[config.mk]
export PLATFORM = sky130hd
export DESIGN_NAME = twostep_adc_ctrl
export DESIGN_NICKNAME = d
export VERILOG_FILES = /design/src/rtl/twostep_pkg.sv /design/src/rtl/ts_sequencer.sv /design/src/rtl/ts_sar_reg.sv /design/src/rtl/ts_fine_counter.sv /design/src/rtl/twostep_adc_ctrl.sv
export SDC_FILE = /design/constraint.sdc
export NUM_CORES = 1
export LEC_CHECK = 0
export BUFFER_PORTS_ARGS = -buffer_cell sky130_fd_sc_hd__buf_2
export CAP_MARGIN = 15
export CELL_PAD_IN_SITES_DETAIL_PLACEMENT = 0
export CELL_PAD_IN_SITES_GLOBAL_PLACEMENT = 1
export CORE_ASPECT_RATIO = 0.75
export CORE_MARGIN = 2
export CORE_UTILIZATION = 44
export CTS_CLUSTER_SIZE = 30
export DETAILED_ROUTE_END_ITERATION = 7
export PLACE_DENSITY_LB_ADDON = 0.1
export SLEW_MARGIN = 0
export SYNTH_ARGS = -nofsm -noshare
export SYNTH_HDL_FRONTEND = slang
export SYNTH_SLANG_ARGS = --single-unit
[constraint.sdc]
create_clock -name clk -period 2.35 [get_ports clk]
set_input_delay 0.3525 -clock clk [delete_from_list [all_inputs] [get_ports clk]]
set_output_delay 0.3525 -clock clk [all_outputs]
set_load 0.005 [all_outputs]
[src/rtl/twostep_pkg.sv]
package twostep_pkg;
  typedef enum logic [1:0] {
    ST_IDLE   = 2'd0,
    ST_COARSE = 2'd1,
    ST_FINE   = 2'd2,
    ST_DONE   = 2'd3
  } ts_state_e;
endpackage

[src/rtl/ts_sequencer.sv]
module ts_sequencer
  import twostep_pkg::*;
(
  input  logic      clk,
  input  logic      rst_n,
  input  logic      start_i,
  input  logic      coarse_last_i,
  input  logic      fine_stop_i,
  output ts_state_e state_o,
  output logic      accept_o
);
  ts_state_e state_q, state_d;

  assign accept_o = start_i && (state_q == ST_IDLE);

  always_comb begin
    state_d = state_q;
    unique case (state_q)
      ST_IDLE:   if (accept_o)      state_d = ST_COARSE;
      ST_COARSE: if (coarse_last_i) state_d = ST_FINE;
      ST_FINE:   if (fine_stop_i)   state_d = ST_DONE;
      ST_DONE:                      state_d = ST_IDLE;
      default:                      state_d = ST_IDLE;
    endcase
  end

  always_ff @(posedge clk or negedge rst_n) begin
    if (!rst_n) state_q <= ST_IDLE;
    else        state_q <= state_d;
  end

  assign state_o = state_q;
endmodule

[src/rtl/ts_sar_reg.sv]
module ts_sar_reg #(
  parameter int W = 7
) (
  input  logic         clk,
  input  logic         rst_n,
  input  logic         load_i,
  input  logic         step_i,
  input  logic         cmp_i,
  output logic [W-1:0] code_o,
  output logic [W-1:0] trial_o,
  output logic         last_o
);
  localparam logic [W-1:0] TOP_BIT = {1'b1, {(W-1){1'b0}}};

  logic [W-1:0] code_q, code_d;
  logic [W-1:0] mask_q, mask_d;
  logic         en;

  assign en = load_i || step_i;

  always_comb begin
    code_d = code_q;
    mask_d = mask_q;
    if (load_i) begin
      code_d = '0;
      mask_d = TOP_BIT;
    end else if (step_i) begin
      code_d = code_q | (cmp_i ? mask_q : '0);
      mask_d = mask_q >> 1;
    end
  end

  always_ff @(posedge clk or negedge rst_n) begin
    if (!rst_n) begin
      code_q <= '0;
      mask_q <= '0;
    end else if (en) begin
      code_q <= code_d;
      mask_q <= mask_d;
    end
  end

  assign code_o  = code_q;
  assign trial_o = code_q | mask_q;
  assign last_o  = mask_q[0];
endmodule

[src/rtl/ts_fine_counter.sv]
module ts_fine_counter #(
  parameter int W = 7
) (
  input  logic         clk,
  input  logic         rst_n,
  input  logic         clear_i,
  input  logic         run_i,
  input  logic         cmp_i,
  output logic [W-1:0] count_o,
  output logic         stop_o
);
  logic [W-1:0] cnt_q, cnt_d;
  logic         at_max, en;

  assign at_max = &cnt_q;
  assign stop_o = run_i && (cmp_i || at_max);
  assign en     = clear_i || (run_i && !at_max);

  always_comb begin
    if (clear_i) cnt_d = '0;
    else         cnt_d = cnt_q + 1'b1;
  end

  always_ff @(posedge clk or negedge rst_n) begin
    if (!rst_n)  cnt_q <= '0;
    else if (en) cnt_q <= cnt_d;
  end

  assign count_o = cnt_q;
endmodule

[src/rtl/twostep_adc_ctrl.sv]
module twostep_adc_ctrl
  import twostep_pkg::*;
#(
  parameter int COARSE_W = 7,
  parameter int FINE_W   = 7,
  localparam int RES_W   = COARSE_W + FINE_W
) (
  input  logic                clk,
  input  logic                rst_n,
  input  logic                start_i,
  input  logic                cmp_i,
  output logic [COARSE_W-1:0] dac_code_o,
  output logic                ramp_run_o,
  output logic                busy_o,
  output logic                done_o,
  output logic [RES_W-1:0]    result_o
);
  ts_state_e           state;
  logic                accept, coarse_last, fine_stop;
  logic [COARSE_W-1:0] coarse_code, coarse_trial;
  logic [FINE_W-1:0]   fine_count;
  logic                in_coarse, in_fine, capture;
  logic [RES_W-1:0]    result_q, result_d;
  logic                done_q;

  assign in_coarse = (state == ST_COARSE);
  assign in_fine   = (state == ST_FINE);
  assign capture   = in_fine && fine_stop;

  ts_sequencer u_seq (
    .clk           (clk),
    .rst_n         (rst_n),
    .start_i       (start_i),
    .coarse_last_i (coarse_last && in_coarse),
    .fine_stop_i   (fine_stop),
    .state_o       (state),
    .accept_o      (accept)
  );

  ts_sar_reg #(.W(COARSE_W)) u_sar (
    .clk     (clk),
    .rst_n   (rst_n),
    .load_i  (accept),
    .step_i  (in_coarse),
    .cmp_i   (cmp_i),
    .code_o  (coarse_code),
    .trial_o (coarse_trial),
    .last_o  (coarse_last)
  );

  ts_fine_counter #(.W(FINE_W)) u_fine (
    .clk     (clk),
    .rst_n   (rst_n),
    .clear_i (accept),
    .run_i   (in_fine),
    .cmp_i   (cmp_i),
    .count_o (fine_count),
    .stop_o  (fine_stop)
  );

  always_comb begin
    result_d = result_q;
    if (capture) result_d = {coarse_code, fine_count};
  end

  always_ff @(posedge clk or negedge rst_n) begin
    if (!rst_n) begin
      result_q <= '0;
      done_q   <= 1'b0;
    end else begin
      done_q <= capture;
      if (capture) result_q <= result_d;
    end
  end

  always_comb begin
    unique case (state)
      ST_COARSE: dac_code_o = coarse_trial;
      ST_FINE:   dac_code_o = coarse_code;
      default:   dac_code_o = '0;
    endcase
  end

  assign ramp_run_o = in_fine;
  assign busy_o     = (state != ST_IDLE);
  assign done_o     = done_q;
  assign result_o   = result_q;
endmodule

==> metrics.cfg <==
[outcome]
status = completed

[logic_synthesis]
syn_avg_cell_area_um2 = 11.3
synth_area_leaders = dfrtp_1 (54%), mux2_4 (7.6%), ha_1 (3.5%)
synth-async-reset-ratio = 1.00
syn_nets = 166
ys_ff_latch = 38
yosys_warnings = 0
synth_ff_type = dfrtp_1
synth.most_common_cell = dfrtp_1
synth_cell_types = 33
synth_edf_count = 0
synth_cells = 157
synth_top_area_frac = 0.536
syn_area_um2 = 1780
yosysTopAreaCell = dfrtp_1
seq_area_frac_synth = 0.536
synth_commonest_cells = dfrtp_1 (38), nor2_1 (16), nand2_1 (13), o21ai_0 (11), a21oi_1 (10)

[sta]
worstMarginPinSlew_ns = 0.811
final-hold-violation-count = 0
fmax_ghz = 0.473
clock_skew_ns = 0.00342
fin_crit_ns = 2.11
maxSlewHeadroom = 0.460
rsz0062_at_grt = false
layout_setup_ws_ns = 0.236
drv_slew = 0
setup_violations = 0
post-route-period-util = 0.900
tns_ns = 0

[critical_path]
cp_slowest_stage_delay_ns = 0.40
worst-setup-path-type = flip-flop to primary output
path_max_fanout = 11
critPathBufInv = 3
start_kind = flip-flop
crit_arrival_ns = 1.76
critPathTopFamily = buffers and inverters
crit_required_ns = 2.00
worstPathCellList = inv_1, ha_1, buf_4, o21ai_0, a21boi_0, buf_2
end_kind = primary output
critPathSlowestCell = dfrtp_1

[global_routing]
grt_max_degree = 39
grt_overflow = 0
grt_pass1_wl_um = 5980
groute.usage.overall = 0.180
grt_pass1_vias = 1206
antenna_found_initial = 0

[run]
drv_cap = 0

[power_and_ir_drop]
power_leakage_nw = 1.06
vdd_drop_max_mv = 0.598
powerDensity_nw_per_um2 = 1250

[layout]
fin_area_um2 = 2030
n_antenna_cell = 0
nNetsFinal = 196
layout-area-overhead-vs-synth_pct = 14.6
post-route-util = 0.542
final_layout_size_suffix_gt1_frac = 0.299

[cts]
clockBufferDepth = 2
cts_buffers = 5
cts.reportedPaths.clkPinSlew_ns = 0.07
ctsHoldBuffers = 0
cts_resized = 0
clock_latency_ns = 0.29
cts.sinks = 38
root_buffer = clkbuf_8
cts_tree = done
htree_levels = 2
post_cts_buffers = 0

[placed_design]
hpwl_um = 2560
place.gp.congestion = 0.799
port_buffers = 27
dp_slack_ns = 0.263
dpl_cell_area_um2 = 1960

[routing]
wl_um = 3480
ant_nets = 0
drc = 0
vias = 1240
drt_iter0_markers = 43
wl_per_cell_um = 14.6
first_pass_iters = 4
via_per_inst = 5.19

[floorplan]
die-width_um = 77.4
die_y_um = 59.0
dieArea_um2 = 4560
initial_core_util = 0.473
ios = 28
rows = 19
coreArea_um2 = 3760

[min_path]
min_path_type = input pin to async pin

cell families after synthesis:
group           Yosys count  synth area share
simple gates             43             0.112
compound gates           39             0.142
flops                    38             0.536
mux                      19             0.135
buf+inv                  12            0.0345
fa+ha+maj                 5            0.0352
xor+xnor                  1           0.00493
stage by stage:
step / total power [W] / hold slack, ns / cells
4_1_cts: 0.00257 / 0.174 / 239
5_1_grt: 0.00277 / 0.197 / 239
3_5_place_dp: 0.00215 / 0.494 / 232
3_3_place_gp: 0.00212 / 0.486 / 232
6_report: 0.00254 / 0.144 / 239
2_1_floorplan: 0.00179 / 0.0569 / 157
routing by layer:
metal  track usage  vias up  routed length, um
li1              -      607                  -
met1         0.244      604               1840
met2         0.261       23               1460
met3        0.0503        6                147
met4         0.105        0                 34
met5             0        -                  0
layout by cell type, fill, tap and decap left out, drive strengths merged, types with 3 or more instances in the layout:
cell type  netlist  final
a21boi           8      8
a21oi           10     10
and2             3      3
and3             3      3
buf              1     30
clkbuf           6      5
dfrtp           38     38
ha               5      5
inv              5      5
mux2            13     13
mux2i            6      6
nand2           13     13
nand3            3      3
nor2            16     16
o21ai           12     12
flip-flops by register name, summed over array words and instances, names as in the netlist:
| name | flops |
|---|---|
| done_o | 1 |
| u_fine.count_o | 7 |
| u_sar.mask_q | 7 |
| result_o | 14 |
| u_sar.code_o | 7 |
| u_seq.state_o | 2 |
area by class of cell:
| cell class | instances | area (um2) |
|---|---|---|
| Inverter | 5 | 18.8 |
| Clock buffer | 5 | 68.8 |
| Timing Repair Buffer | 30 | 158 |
| Sequential cell | 38 | 951 |
| Clock inverter | 2 | 10.0 |
| Tap cell | 52 | 65.1 |
| Fill cell | 348 | 1720 |
| Multi-Input combinational cell | 107 | 763 |
power breakdown:
| part | switching, W | total [W] | internal (W) |
|---|---|---|---|
| combinational | 0.000487 | 0.00100 | 0.000517 |
| clock | 0.000217 | 0.000416 | 0.000199 |
| sequential | 0.000225 | 0.00112 | 0.000900 |
| total | 0.000929 | 0.00254 | 0.00161 |
worst register-to-register path: cells and delay by family, from the launching register on:
kind | cells | cell delay, ns
AOI/OAI and AO/OA | 1 | 0.47
buffers and inverters | 1 | 0.09
and+or+nand+nor | 2 | 0.39
DFF | 1 | 0.36
muxes | 1 | 0.40
adders and majority gates | 1 | 0.27
final timing paths:
check                            startpoint           endpoint  depth (start not counted)  slack, ns
hold reg to reg                 result_o[3]        result_o[3]                          1       0.51
setup reg to reg           u_seq.state_o[0]        result_o[2]                          6       0.27
hold / removal                        rst_n        result_o[3]                          1       0.14
max in group asynchronous             rst_n  u_fine.count_o[6]                          1       1.68
setup / recovery           u_seq.state_o[1]      dac_code_o[5]                          6       0.24
min in group clk                    start_i  u_fine.count_o[4]                          4       0.43
No activity file was read; power rests on OpenSTA's default activity.
